**src/rtl/emu_pkg.sv**
```systemverilog
package emu_pkg;
  typedef enum logic [1:0] {
    FL_NONE  = 2'd0,
    FL_READ  = 2'd1,
    FL_PROG  = 2'd2,
    FL_ERASE = 2'd3
  } fl_cmd_e;

  typedef enum logic [1:0] {
    OP_READ,
    OP_PROG,
    OP_ERASE
  } seq_op_e;

  typedef enum logic [3:0] {
    ST_SCAN,
    ST_IDLE,
    ST_READ,
    ST_INVAL,
    ST_DATA,
    ST_PTR,
    ST_GATHER,
    ST_ERASE,
    ST_FILL_DATA,
    ST_FILL_PTR
  } ctl_st_e;
endpackage

```
**src/rtl/emu_flash_seq.sv**
```systemverilog
module emu_flash_seq
  import emu_pkg::*;
#(
  parameter int DW = 16,
  parameter int AW = 6
) (
  input  logic          clk_i,
  input  logic          rst_ni,
  input  logic          start_i,
  input  seq_op_e       op_i,
  input  logic [AW-1:0] addr_i,
  input  logic [DW-1:0] wdata_i,
  output logic          done_o,
  output logic          fault_o,
  output logic [DW-1:0] rdata_o,
  output logic [1:0]    fl_cmd_o,
  output logic [AW-1:0] fl_addr_o,
  output logic [DW-1:0] fl_wdata_o,
  input  logic [DW-1:0] fl_rdata_i,
  input  logic          fl_busy_i
);
  typedef enum logic [1:0] {SQ_IDLE, SQ_CMD, SQ_WAIT} sq_e;
  typedef enum logic [2:0] {PH_PRE, PH_PROG, PH_CHECK, PH_READ, PH_ERASE} ph_e;

  sq_e           st_q;
  ph_e           ph_q;
  logic [AW-1:0] addr_q;
  logic [DW-1:0] wdata_q, rdata_q;
  logic          done_q, fault_q;

  always_ff @(posedge clk_i or negedge rst_ni) begin
    if (!rst_ni) begin
      st_q    <= SQ_IDLE;
      ph_q    <= PH_READ;
      addr_q  <= '0;
      wdata_q <= '0;
      rdata_q <= '0;
      done_q  <= 1'b0;
      fault_q <= 1'b0;
    end else begin
      done_q <= 1'b0;
      unique case (st_q)
        SQ_IDLE: if (start_i) begin
          addr_q  <= addr_i;
          wdata_q <= wdata_i;
          fault_q <= 1'b0;
          ph_q    <= (op_i == OP_READ) ? PH_READ : (op_i == OP_PROG) ? PH_PRE : PH_ERASE;
          st_q    <= SQ_CMD;
        end
        SQ_CMD: if (!fl_busy_i) st_q <= SQ_WAIT;
        SQ_WAIT: if (!fl_busy_i) begin
          unique case (ph_q)
            PH_PRE: begin
              // a program can only clear bits
              if ((fl_rdata_i & wdata_q) != wdata_q) begin
                fault_q <= 1'b1;
                done_q  <= 1'b1;
                st_q    <= SQ_IDLE;
              end else begin
                ph_q <= PH_PROG;
                st_q <= SQ_CMD;
              end
            end
            PH_PROG: begin
              ph_q <= PH_CHECK;
              st_q <= SQ_CMD;
            end
            PH_CHECK: begin
              fault_q <= (fl_rdata_i != wdata_q);
              done_q  <= 1'b1;
              st_q    <= SQ_IDLE;
            end
            PH_READ: begin
              rdata_q <= fl_rdata_i;
              done_q  <= 1'b1;
              st_q    <= SQ_IDLE;
            end
            default: begin
              done_q <= 1'b1;
              st_q   <= SQ_IDLE;
            end
          endcase
        end
        default: st_q <= SQ_IDLE;
      endcase
    end
  end

  always_comb begin
    fl_cmd_o = FL_NONE;
    if (st_q == SQ_CMD && !fl_busy_i) begin
      unique case (ph_q)
        PH_PROG:  fl_cmd_o = FL_PROG;
        PH_ERASE: fl_cmd_o = FL_ERASE;
        default:  fl_cmd_o = FL_READ;
      endcase
    end
  end

  assign fl_addr_o  = addr_q;
  assign fl_wdata_o = wdata_q;
  assign done_o     = done_q;
  assign fault_o    = fault_q;
  assign rdata_o    = rdata_q;

  assert_cmd_taken_R1: assert property (@(posedge clk_i) disable iff (!rst_ni)
    (fl_cmd_o != FL_NONE) |=> fl_busy_i);
endmodule

```
**src/rtl/emu_ptr_table.sv**
```systemverilog
module emu_ptr_table #(
  parameter int NTYPES = 4,
  parameter int AW     = 6,
  parameter int SW     = 4,
  localparam int TW    = $clog2(NTYPES)
) (
  input  logic              clk_i,
  input  logic              rst_ni,
  input  logic              set_i,
  input  logic [TW-1:0]     set_type_i,
  input  logic [AW-1:0]     set_addr_i,
  input  logic [SW-1:0]     set_slot_i,
  input  logic              clr_i,
  input  logic [TW-1:0]     clr_type_i,
  input  logic              clr_all_i,
  output logic [NTYPES-1:0] valid_o,
  output logic [AW-1:0]     addr_o [NTYPES],
  output logic [SW-1:0]     slot_o [NTYPES]
);
  for (genvar t = 0; t < NTYPES; t++) begin : g_type
    always_ff @(posedge clk_i or negedge rst_ni) begin
      if (!rst_ni) begin
        valid_o[t] <= 1'b0;
        addr_o[t]  <= '0;
        slot_o[t]  <= '0;
      end else if (clr_all_i) begin
        valid_o[t] <= 1'b0;
      end else if (set_i && set_type_i == TW'(t)) begin
        valid_o[t] <= 1'b1;
        addr_o[t]  <= set_addr_i;
        slot_o[t]  <= set_slot_i;
      end else if (clr_i && clr_type_i == TW'(t)) begin
        valid_o[t] <= 1'b0;
      end
    end
  end

  assert_clear_all_R6: assert property (@(posedge clk_i) disable iff (!rst_ni)
    clr_all_i |=> (valid_o == '0));
endmodule

```
**src/rtl/emu_rec_buf.sv**
```systemverilog
module emu_rec_buf #(
  parameter int NTYPES = 4,
  parameter int DW     = 16,
  localparam int TW    = $clog2(NTYPES)
) (
  input  logic          clk_i,
  input  logic          we_i,
  input  logic [TW-1:0] widx_i,
  input  logic [DW-1:0] wdata_i,
  input  logic [TW-1:0] ridx_i,
  output logic [DW-1:0] rdata_o
);
  logic [DW-1:0] mem_q [NTYPES];

  always_ff @(posedge clk_i) begin
    if (we_i) mem_q[widx_i] <= wdata_i;
  end

  assign rdata_o = mem_q[ridx_i];
endmodule

```
**src/rtl/emu_eeprom_ctrl.sv**
```systemverilog
module emu_eeprom_ctrl
  import emu_pkg::*;
#(
  parameter int NTYPES    = 4,
  parameter int DW        = 16,
  parameter int AW        = 6,
  parameter int PTR_SLOTS = 8,
  localparam int TW       = $clog2(NTYPES)
) (
  input  logic          clk_i,
  input  logic          rst_ni,
  input  logic          req_i,
  input  logic          we_i,
  input  logic [TW-1:0] type_i,
  input  logic [DW-1:0] wdata_i,
  output logic          busy_o,
  output logic          done_o,
  output logic [DW-1:0] rdata_o,
  output logic          err_o,
  output logic          fault_o,
  output logic [1:0]    fl_cmd_o,
  output logic [AW-1:0] fl_addr_o,
  output logic [DW-1:0] fl_wdata_o,
  input  logic [DW-1:0] fl_rdata_i,
  input  logic          fl_busy_i
);
  localparam int SW = $clog2(PTR_SLOTS + 1);
  localparam logic [AW-1:0] DATA_BASE = AW'(PTR_SLOTS);
  localparam logic [AW-1:0] DATA_LAST = AW'((1 << AW) - 2);
  localparam logic [SW-1:0] SLOT_CNT  = SW'(PTR_SLOTS);
  localparam logic [TW-1:0] LAST_T    = TW'(NTYPES - 1);

  function automatic logic [DW-1:0] mk_entry(logic v, logic [TW-1:0] t, logic [AW-1:0] a);
    logic [DW-1:0] e;
    e              = '1;
    e[DW-1]        = v;
    e[DW-2 -: TW]  = t;
    e[AW-1:0]      = a;
    return e;
  endfunction

  ctl_st_e       st_q;
  logic          issued_q;
  logic [SW-1:0] scan_idx_q, ptr_free_q;
  logic [AW-1:0] max_end_q, data_free_q;
  logic [TW-1:0] pend_t_q, cur_t_q;
  logic [DW-1:0] pend_data_q;
  logic [NTYPES-1:0] keep_q;
  logic          done_q, err_q, fault_q;
  logic [DW-1:0] rdata_q;

  // sequencer
  logic          seq_start, seq_done, seq_fault, need_op;
  seq_op_e       seq_op;
  logic [AW-1:0] seq_addr;
  logic [DW-1:0] seq_wdata, seq_rdata;

  // pointer table
  logic              tbl_set, tbl_clr, tbl_clr_all;
  logic [TW-1:0]     tbl_set_type;
  logic [AW-1:0]     tbl_set_addr;
  logic [SW-1:0]     tbl_set_slot;
  logic [NTYPES-1:0] tbl_valid;
  logic [AW-1:0]     tbl_addr [NTYPES];
  logic [SW-1:0]     tbl_slot [NTYPES];

  logic [DW-1:0] buf_rdata;

  // scanned entry decode
  logic          e_valid, e_unused;
  logic [TW-1:0] e_type;
  logic [AW-1:0] e_addr, e_end, nxt_end;
  assign e_valid  = seq_rdata[DW-1];
  assign e_type   = seq_rdata[DW-2 -: TW];
  assign e_addr   = seq_rdata[AW-1:0];
  assign e_unused = e_valid && (&e_addr);
  assign e_end    = e_addr + 1'b1;
  assign nxt_end  = (e_end > max_end_q) ? e_end : max_end_q;

  logic has_room;
  assign has_room = (data_free_q <= DATA_LAST) && (ptr_free_q < SLOT_CNT);

  always_comb begin
    seq_op    = OP_PROG;
    seq_addr  = data_free_q;
    seq_wdata = pend_data_q;
    need_op   = 1'b1;
    unique case (st_q)
      ST_SCAN: begin
        seq_op   = OP_READ;
        seq_addr = AW'(scan_idx_q);
      end
      ST_READ: begin
        seq_op   = OP_READ;
        seq_addr = tbl_addr[pend_t_q];
        need_op  = tbl_valid[pend_t_q];
      end
      ST_INVAL: begin
        seq_addr  = AW'(tbl_slot[pend_t_q]);
        seq_wdata = mk_entry(1'b0, pend_t_q, tbl_addr[pend_t_q]);
      end
      ST_PTR: begin
        seq_addr  = AW'(ptr_free_q);
        seq_wdata = mk_entry(1'b1, pend_t_q, data_free_q);
      end
      ST_GATHER: begin
        seq_op   = OP_READ;
        seq_addr = tbl_addr[cur_t_q];
        need_op  = keep_q[cur_t_q];
      end
      ST_ERASE: seq_op = OP_ERASE;
      ST_FILL_DATA: begin
        seq_wdata = buf_rdata;
        need_op   = keep_q[cur_t_q];
      end
      ST_FILL_PTR: begin
        seq_addr  = AW'(ptr_free_q);
        seq_wdata = mk_entry(1'b1, cur_t_q, data_free_q);
      end
      default: ;
    endcase
  end

  assign seq_start = (st_q != ST_IDLE) && !issued_q && need_op;

  always_comb begin
    tbl_set      = 1'b0;
    tbl_set_type = pend_t_q;
    tbl_set_addr = data_free_q;
    tbl_set_slot = ptr_free_q;
    if (seq_done && !seq_fault) begin
      unique case (st_q)
        ST_SCAN: begin
          tbl_set      = e_valid && !e_unused;
          tbl_set_type = e_type;
          tbl_set_addr = e_addr;
          tbl_set_slot = scan_idx_q;
        end
        ST_PTR: tbl_set = 1'b1;
        ST_FILL_PTR: begin
          tbl_set      = 1'b1;
          tbl_set_type = cur_t_q;
        end
        default: ;
      endcase
    end
  end

  assign tbl_clr     = seq_done && !seq_fault && (st_q == ST_INVAL);
  assign tbl_clr_all = seq_done && (st_q == ST_ERASE);

  always_ff @(posedge clk_i or negedge rst_ni) begin
    if (!rst_ni) begin
      st_q        <= ST_SCAN;
      issued_q    <= 1'b0;
      scan_idx_q  <= '0;
      ptr_free_q  <= '0;
      max_end_q   <= DATA_BASE;
      data_free_q <= DATA_BASE;
      pend_t_q    <= '0;
      cur_t_q     <= '0;
      pend_data_q <= '0;
      keep_q      <= '0;
      done_q      <= 1'b0;
      err_q       <= 1'b0;
      fault_q     <= 1'b0;
      rdata_q     <= '0;
    end else begin
      done_q <= 1'b0;
      if (seq_start) issued_q <= 1'b1;
      if (seq_done)  issued_q <= 1'b0;
      unique case (st_q)
        ST_SCAN: if (seq_done) begin
          if (e_unused) begin
            ptr_free_q  <= scan_idx_q;
            data_free_q <= max_end_q;
            st_q        <= ST_IDLE;
          end else begin
            max_end_q <= nxt_end;
            if (scan_idx_q == SLOT_CNT - 1'b1) begin
              ptr_free_q  <= SLOT_CNT;
              data_free_q <= nxt_end;
              st_q        <= ST_IDLE;
            end else begin
              scan_idx_q <= scan_idx_q + 1'b1;
            end
          end
        end
        ST_IDLE: if (req_i) begin
          pend_t_q    <= type_i;
          pend_data_q <= wdata_i;
          if (!we_i) begin
            st_q <= ST_READ;
          end else if (has_room) begin
            st_q <= tbl_valid[type_i] ? ST_INVAL : ST_DATA;
          end else begin
            keep_q  <= tbl_valid & ~(NTYPES'(1) << type_i);
            cur_t_q <= '0;
            st_q    <= ST_GATHER;
          end
        end
        ST_READ: begin
          if (!tbl_valid[pend_t_q]) begin
            {done_q, err_q, fault_q} <= 3'b110;
            st_q <= ST_IDLE;
          end else if (seq_done) begin
            rdata_q <= seq_rdata;
            {done_q, err_q, fault_q} <= 3'b100;
            st_q <= ST_IDLE;
          end
        end
        ST_INVAL, ST_DATA: if (seq_done) begin
          if (seq_fault) begin
            {done_q, err_q, fault_q} <= 3'b101;
            st_q <= ST_IDLE;
          end else begin
            st_q <= ST_DATA == st_q ? ST_PTR : ST_DATA;
          end
        end
        ST_PTR: if (seq_done) begin
          {done_q, err_q, fault_q} <= {1'b1, 1'b0, seq_fault};
          if (!seq_fault) begin
            data_free_q <= data_free_q + 1'b1;
            ptr_free_q  <= ptr_free_q + 1'b1;
          end
          st_q <= ST_IDLE;
        end
        ST_GATHER: if (!keep_q[cur_t_q] || seq_done) begin
          if (cur_t_q == LAST_T) st_q <= ST_ERASE;
          else cur_t_q <= cur_t_q + 1'b1;
        end
        ST_ERASE: if (seq_done) begin
          data_free_q <= DATA_BASE;
          ptr_free_q  <= '0;
          cur_t_q     <= '0;
          st_q        <= ST_FILL_DATA;
        end
        ST_FILL_DATA: begin
          if (!keep_q[cur_t_q]) begin
            if (cur_t_q == LAST_T) st_q <= ST_DATA;
            else cur_t_q <= cur_t_q + 1'b1;
          end else if (seq_done) begin
            if (seq_fault) begin
              {done_q, err_q, fault_q} <= 3'b101;
              st_q <= ST_IDLE;
            end else begin
              st_q <= ST_FILL_PTR;
            end
          end
        end
        ST_FILL_PTR: if (seq_done) begin
          if (seq_fault) begin
            {done_q, err_q, fault_q} <= 3'b101;
            st_q <= ST_IDLE;
          end else begin
            data_free_q <= data_free_q + 1'b1;
            ptr_free_q  <= ptr_free_q + 1'b1;
            if (cur_t_q == LAST_T) begin
              st_q <= ST_DATA;
            end else begin
              cur_t_q <= cur_t_q + 1'b1;
              st_q    <= ST_FILL_DATA;
            end
          end
        end
        default: st_q <= ST_IDLE;
      endcase
    end
  end

  emu_flash_seq #(.DW(DW), .AW(AW)) u_seq (
    .clk_i      (clk_i),
    .rst_ni     (rst_ni),
    .start_i    (seq_start),
    .op_i       (seq_op),
    .addr_i     (seq_addr),
    .wdata_i    (seq_wdata),
    .done_o     (seq_done),
    .fault_o    (seq_fault),
    .rdata_o    (seq_rdata),
    .fl_cmd_o   (fl_cmd_o),
    .fl_addr_o  (fl_addr_o),
    .fl_wdata_o (fl_wdata_o),
    .fl_rdata_i (fl_rdata_i),
    .fl_busy_i  (fl_busy_i)
  );

  emu_ptr_table #(.NTYPES(NTYPES), .AW(AW), .SW(SW)) u_tbl (
    .clk_i      (clk_i),
    .rst_ni     (rst_ni),
    .set_i      (tbl_set),
    .set_type_i (tbl_set_type),
    .set_addr_i (tbl_set_addr),
    .set_slot_i (tbl_set_slot),
    .clr_i      (tbl_clr),
    .clr_type_i (pend_t_q),
    .clr_all_i  (tbl_clr_all),
    .valid_o    (tbl_valid),
    .addr_o     (tbl_addr),
    .slot_o     (tbl_slot)
  );

  emu_rec_buf #(.NTYPES(NTYPES), .DW(DW)) u_buf (
    .clk_i   (clk_i),
    .we_i    (seq_done && st_q == ST_GATHER),
    .widx_i  (cur_t_q),
    .wdata_i (seq_rdata),
    .ridx_i  (cur_t_q),
    .rdata_o (buf_rdata)
  );

  assign busy_o  = (st_q != ST_IDLE);
  assign done_o  = done_q;
  assign err_o   = err_q;
  assign fault_o = fault_q;
  assign rdata_o = rdata_q;

  assert_done_pulse_R9: assert property (@(posedge clk_i) disable iff (!rst_ni)
    done_o |=> !done_o);
  assert_cmd_needs_busy_R7: assert property (@(posedge clk_i) disable iff (!rst_ni)
    (fl_cmd_o != FL_NONE) |-> busy_o);
  assert_req_held_off_R7: assert property (@(posedge clk_i) disable iff (!rst_ni)
    busy_o |=> $stable(pend_data_q) && $stable(pend_t_q));
  assert_status_excl_R5: assert property (@(posedge clk_i) disable iff (!rst_ni)
    done_o |-> !(err_o && fault_o));
  assert_free_bounds_R6: assert property (@(posedge clk_i) disable iff (!rst_ni)
    (ptr_free_q <= SLOT_CNT) && (data_free_q <= DATA_LAST + 1'b1));
endmodule

```
**config.mk**
```make
export PLATFORM = sky130hd
export DESIGN_NAME = emu_eeprom_ctrl
export DESIGN_NICKNAME = d
export VERILOG_FILES = /design/src/rtl/emu_pkg.sv /design/src/rtl/emu_flash_seq.sv /design/src/rtl/emu_ptr_table.sv /design/src/rtl/emu_rec_buf.sv /design/src/rtl/emu_eeprom_ctrl.sv
export SDC_FILE = /design/constraint.sdc
export NUM_CORES = 1
export LEC_CHECK = 0
export ABC_CLOCK_PERIOD_IN_PS = 3400
export BUFFER_PORTS_ARGS = -buffer_cell sky130_fd_sc_hd__buf_2
export CAP_MARGIN = 15
export CORE_UTILIZATION = 61
export DETAILED_ROUTE_END_ITERATION = 12
export GPL_TIMING_DRIVEN = 0
export PLACE_DENSITY = 0.81
export SETUP_SLACK_MARGIN = 0.05
export SLEW_MARGIN = 20
export SYNTH_ARGS = -nofsm -noshare
export SYNTH_HDL_FRONTEND = slang
export SYNTH_HIERARCHICAL = 1
export SYNTH_SLANG_ARGS = --single-unit
export TNS_END_PERCENT = 100
```
**constraint.sdc**
```tcl
create_clock -name clk_i -period 3.4 [get_ports clk_i]
set_input_delay 0.51 -clock clk_i [delete_from_list [all_inputs] [get_ports clk_i]]
set_output_delay 0.51 -clock clk_i [all_outputs]
set_load 0.03 [all_outputs]
```
### Word level (Yosys, flattened, before mapping)

Memories as Yosys holds them, arrays and structs flattened.
Cells that the tools add are included.

* add/subtract/negate cells: 5
* order comparisons: 8
* equality and inequality tests: 54
* shift operators: 1
* muxes and demuxes: 134
* bitwise gates (word level): 10
* reductions and logical operators: 64

Operators with widths (count)
* $mux W4: 27
* $mux W6: 13
* $pmux W16 S4: 1
* $mux W1: 44
* $pmux W4 S9: 1
* $ne A16 B16 Y1: 2
* $pmux W6 S5: 1
* $mux W2: 14
* $mux W3: 9
* $bmux W6 S2: 2
* $ne A2 B2 Y1 const B: 12
* $eq A4 B3 Y1 const B: 5
* $logic_and A1 B1 Y1: 18
* $pmux W6 S3: 1
* $and A16 B16 Y16: 1
* $reduce_bool A3 Y1: 5
* $reduce_and A2 Y1: 7
* $add A6 B1 Y6 const B: 2
* $eq A2 B2 Y1 const B: 6
* $ne A2 B1 Y1 const B: 6
* $ne A3 B2 Y1 const B: 4
* $pmux W1 S2: 6
* $pmux W1 S4: 3
* $pmux W2 S2: 3
* 45 further kinds: 83

* bits in registers: 157
* RAM bits: 64
* input port bits: 39
* output and inout bits: 44
* memories: 1

Memories
* u_buf.mem_q: depth 4, bits a word 16, rd ports 1, clocked after memory_dff 0, write ports 1, line emu_rec_buf.sv:13 `logic [DW-1:0] mem_q [NTYPES];`

### Longest topological paths before layout

* depth after elaboration: 9
* mapped depth: 11

### Hierarchy

Netlist, hierarchy kept.

By module, submodules not included
* emu_eeprom_ctrl: instances 1, cells an instance 507, area an instance 4882.2 um^2, sequential area each 1704.1 um^2
* emu_rec_buf: instances 1, cells an instance 88, area an instance 2377.3 um^2, sequential area each 1921.8 um^2
* emu_flash_seq: instances 1, cells an instance 172, area an instance 2220.9 um^2, sequential area each 1128.6 um^2
* emu_ptr_table: instances 1, cells an instance 102, area an instance 1778.0 um^2, sequential area each 1101.1 um^2

### Least setup slack after synthesis

OpenSTA, ideal clock, no wires.

* path type: register -> register
* start: register, netlist name st_q[1]
* end: memory u_buf.mem_q[0][0], enable pin
* setup time: 413 ps
* arrival: 2587 ps
* data required time: 2987 ps
* path slack: 401 ps
* cell stages (with the launch flop): 6
* path buffers: 2
* clock period less this slack: 2999 ps
* cells stage by stage: dfrtp_1 > clkbuf_1 > buf_1 > nor2b_1 > and3_1 > nor3b_1

RTL lines (line)
* to (decl): emu_rec_buf.sv:13

### Final worst setup path

* start: register cur_t_q[1]
* end: register u_seq.fault_q (netlist: u_seq/fault_o)

* word-level cells in the longest chain between the ends: 6

RTL lines
* from (decl): line emu_eeprom_ctrl.sv:46 `logic [TW-1:0] pend_t_q, cur_t_q;`
* from (signal assigned): line emu_eeprom_ctrl.sv:230 `else cur_t_q <= cur_t_q + 1'b1;`
* from (signal assigned): line emu_eeprom_ctrl.sv:241 `else cur_t_q <= cur_t_q + 1'b1;`
* from (signal assigned): line emu_eeprom_ctrl.sv:261 `cur_t_q <= cur_t_q + 1'b1;`
* $bmux W1 S2: line emu_eeprom_ctrl.sv:109, emu_eeprom_ctrl.sv:114
* $mux W1 (implied by the code): line emu_eeprom_ctrl.sv:109, emu_eeprom_ctrl.sv:114
* $pmux W1 S2: line emu_eeprom_ctrl.sv:88 `unique case (st_q)`
* $logic_and A1 B1 Y1: line emu_eeprom_ctrl.sv:124 `assign seq_start = (st_q != ST_IDLE) && !issued_q && need_op;`
* net seq_start: line emu_eeprom_ctrl.sv:53 `logic seq_start, seq_done, seq_fault, need_op;`
* $ne A2 B2 Y1 (no line)
* $reduce_and A5 Y1 (no line)
* to (signal assigned): line emu_flash_seq.sv:69 `fault_q <= (fl_rdata_i != wdata_q);`
* to (decl): line emu_flash_seq.sv:29 `logic done_q, fault_q;`

The timed path passes the listed nets, and every way through them passes these cells. The select of a mux whose other input is x is not followed.
A chain may end at the register's enable or synchronous reset.

==> flow_summary.yaml <==
setup_path:
  cp-end-kind: "register"
  arrival_ns: 3.58
  critPathMaxFanout: 10
  setup.worst_path.class: "register to register"
  startpoint_type: "register"
  worstPathRequired_ns: 3.80
die:
  die-area_um2: 19000
  die_h_um: 137.9
  row_cnt: 49
  ioPinCount: 83
  floorplan.core_area_um2: 18020
  starting_utilization_of_the_core_area_pct: 62.46
  chipWidth_um: 137.9
clock_network:
  cts-root-buf: "clkbuf_16"
  tritoncts.num_buffers: 23
  postCtsSetupBuffers: 0
  worstSkewPairLatency_ns: 0.52
  path_clk_slew_ns: 0.06
  cts_sink_count: 221
  cts-htree-levels: 1
  clock_tree_from_tritoncts: "done"
  cts_max_path_buffers: 3
place:
  port-buffer-count: 82
  finalWeightedCongestion: 0.9271
  dp_area_um2: 12010
  post-dp-hpwl_um: 20340
timing:
  final.setup.tns_ns: 0
  post-route-period-util_pct: 93.44
  slew-limit-headroom_pct: 36.25
  grt_setup_unrepaired: "false"
  achievable-frequency_ghz: 0.3148
  fin_crit_ns: 3.177
  worst_hold_check_slack_ns: 0.2230
  final-max-slew-violation-count: 0
  finalSetupViolCount: 0
  worst_clock_skew_ns: 0.01333
  finalHoldViolCount: 0
  timing_worst_slew_pin_value_ns: 0.9563
synthesis:
  synth_top_flop_cell: "dfrtp_1"
  netlist_area_um2: 11260
  synth.top_cells.by_area: "dfrtp_1 (34%), edfxtp_1 (17%), mux2_2 (8.9%), mux4_2 (5.8%), ha_1 (3.1%)"
  synth.ff_latch_count: 221
  synthesis.instances: 869
  post-synth-top-area-cell: "dfrtp_1"
  yosysWarningCount: 6
  edff_count_synth: 64
  yosys.area.top_type_share_pct: 34.01
  avgSynthCellArea_um2: 12.96
  yosysSeqAreaShare_pct: 52.01
  yosysUniqueCellTypes: 83
  synth_fp_nets: 936
  postSynth.asyncResetShare_pct: 71.04
run:
  cap_viol_max_count: 0
power_and_ir_drop:
  standby_leakage_power_nw: 5.504
  ir_worst_vdd_mv: 0.6566
  power_density_nw_per_um2: 891.3
  totalPowerFinal_w: 0.01140
global_route:
  largest_net_degree_at_the_start_of_global_routing: 94
  track_usage_pct: 31.55
  grt.overflow.total: 0
  antenna_found_initial: 0
  grt_pass1_vias: 8026
  global_route_wire_length_before_repair_um: 44640
routing:
  route.antenna.remaining_nets: 0
  wl_per_cell_um: 23.83
  drt_iter0_drc: 905
  drc_errors: 0
  vias_per_cell: 6.568
  drtPass1Iterations: 6
  totalWireLength_um: 29200
  route.vias.total: 8046
cells_and_area:
  area_growth_syn_to_layout_pct: 13.65
  final_design_area_no_fill_um2: 12790
  antenna_cells_inserted: 0
  final_layout_size_suffix_gt1_share_pct: 30.42
  fin_util_pct: 70.98
  design.final.nets: 1046
outcome:
  status: "completed"
worst_hold_path:
  holdCritPathClass: "input pin to register"
[power breakdown]
group / switching [W] / internal, W / leakage [nW] / total [W]
combinational: 0.00267 / 0.00197 / 2.52 / 0.00464
sequential: 0.000760 / 0.00349 / 2.62 / 0.00425
clock: 0.00102 / 0.00149 / 0.365 / 0.00251
[stage by stage]
step | instances | worst slack, ns
final | 1225 | 0.2230
after detailed placement | 1182 | -0.07128
after CTS | 1225 | 0.07579
after floorplan | 869 | 0.4007
after global placement | 1180 | -0.8170
after global routing | 1225 | 0.08734
[registers in the layout, summed over array words and instances (netlist names), 2 cells and up]
register and flops:
rdata_o 16, ptr_free_q 4, u_tbl/addr_o 24, u_buf/mem_q 64
cur_t_q 2, u_seq/ph_q 3, u_seq/fl_addr_o 6, scan_idx_q 4
pend_data_q 16, data_free_q 6, u_seq/st_q 2, u_tbl/valid_o 4
u_seq/rdata_o 16, max_end_q 6, u_tbl/slot_o 16, st_q 4
keep_q 4, u_seq/fl_wdata_o 16, pend_t_q 2
[final timing paths]
kind / from / to / slack (ns) / cells past startpoint
max in group asynchronous: rst_ni / max_end_q[3] / 1.99 / 3
min in group asynchronous: rst_ni / u_tbl/valid_o[1] / 0.54 / 2
min: wdata_i[8] / pend_data_q[8] / 0.22 / 2
max reg2reg: cur_t_q[1] / u_seq/fault_o / 0.22 / 10
min reg2reg: keep_q[2] / keep_q[2] / 0.49 / 2
max: cur_t_q[1] / u_seq/fault_o / 0.22 / 10
[cells in the final DEF, fill, tap and decap left out, drive strengths merged, types with 12 or more instances in the layout]
master / n
inv: 41
o21ai: 40
a222oi: 12
nor2b: 12
buf: 110
a21oi: 32
mux2: 127
ha: 28
clkbuf: 57
dfrtp: 153
edfxtp: 64
nor2: 43
nand3: 18
mux4: 35
nand2: 53
[repair_timing]
action,CTS,global route
resized for setup,1,5
hold buffers,1,0
endpoints found under the hold margin,62,0
pin swaps,0,0
setup endpoints to repair,33,30
[Yosys cell counts (9+ instances only)]
cell	number
mux2_1	20
nand3_1	18
dfrtp_1	153
xnor2_1	9
nor2b_1	12
nand4_1	9
nand2_1	53
ha_1	28
o21ai_0	39
nand2b_1	10
a222oi_1	12
clkbuf_1	24
edfxtp_1	64
buf_6	9
mux2_2	89
buf_2	10
a21oi_1	31
nor2_1	42
a31oi_1	11
inv_1	40
a22oi_1	11
mux4_2	29
mux2_4	18
[kinds of logic after synthesis]
logic type / synth area share, %
xor+xnor: 0.8558
mux: 21.22
compound gates: 9.547
simple gates: 9.235
flops: 52.01
buf+inv: 4.023
fa+ha+maj: 3.112
[final cells by class]
type | count | area, um^2
buffer | 50 | 304.0
clock buffer | 33 | 653.1
clock inverter | 9 | 101.3
fill | 1228 | 5230
inverter | 40 | 150.1
multi-input combinational | 558 | 4977
sequential | 221 | 5857
tap | 229 | 286.5
timing repair buffer | 85 | 465.4
[critical path, stage by stage (launching register included)]
cell and delay, ns:
dfrtp_1 0.47, clkbuf_1 0.57, mux4_2 0.51, nor2_1 0.32, o21ai_0 0.16, nand2_1 0.11, nor2_1 0.07, nor2_1 0.09
and4bb_2 0.24, a21oi_1 0.17, mux2_2 0.35
[per-layer routing]
layer  vias up  global-route usage, %  part of all wire [%]
li1       3499                      -                     -
met4         0                  10.81                   3.1
met3        81                  6.433                   9.0
met5         -                      0                     0
met2       449                  49.36                    47
met1      4017                  44.08                    41
(Power assumes the default switching activity.)
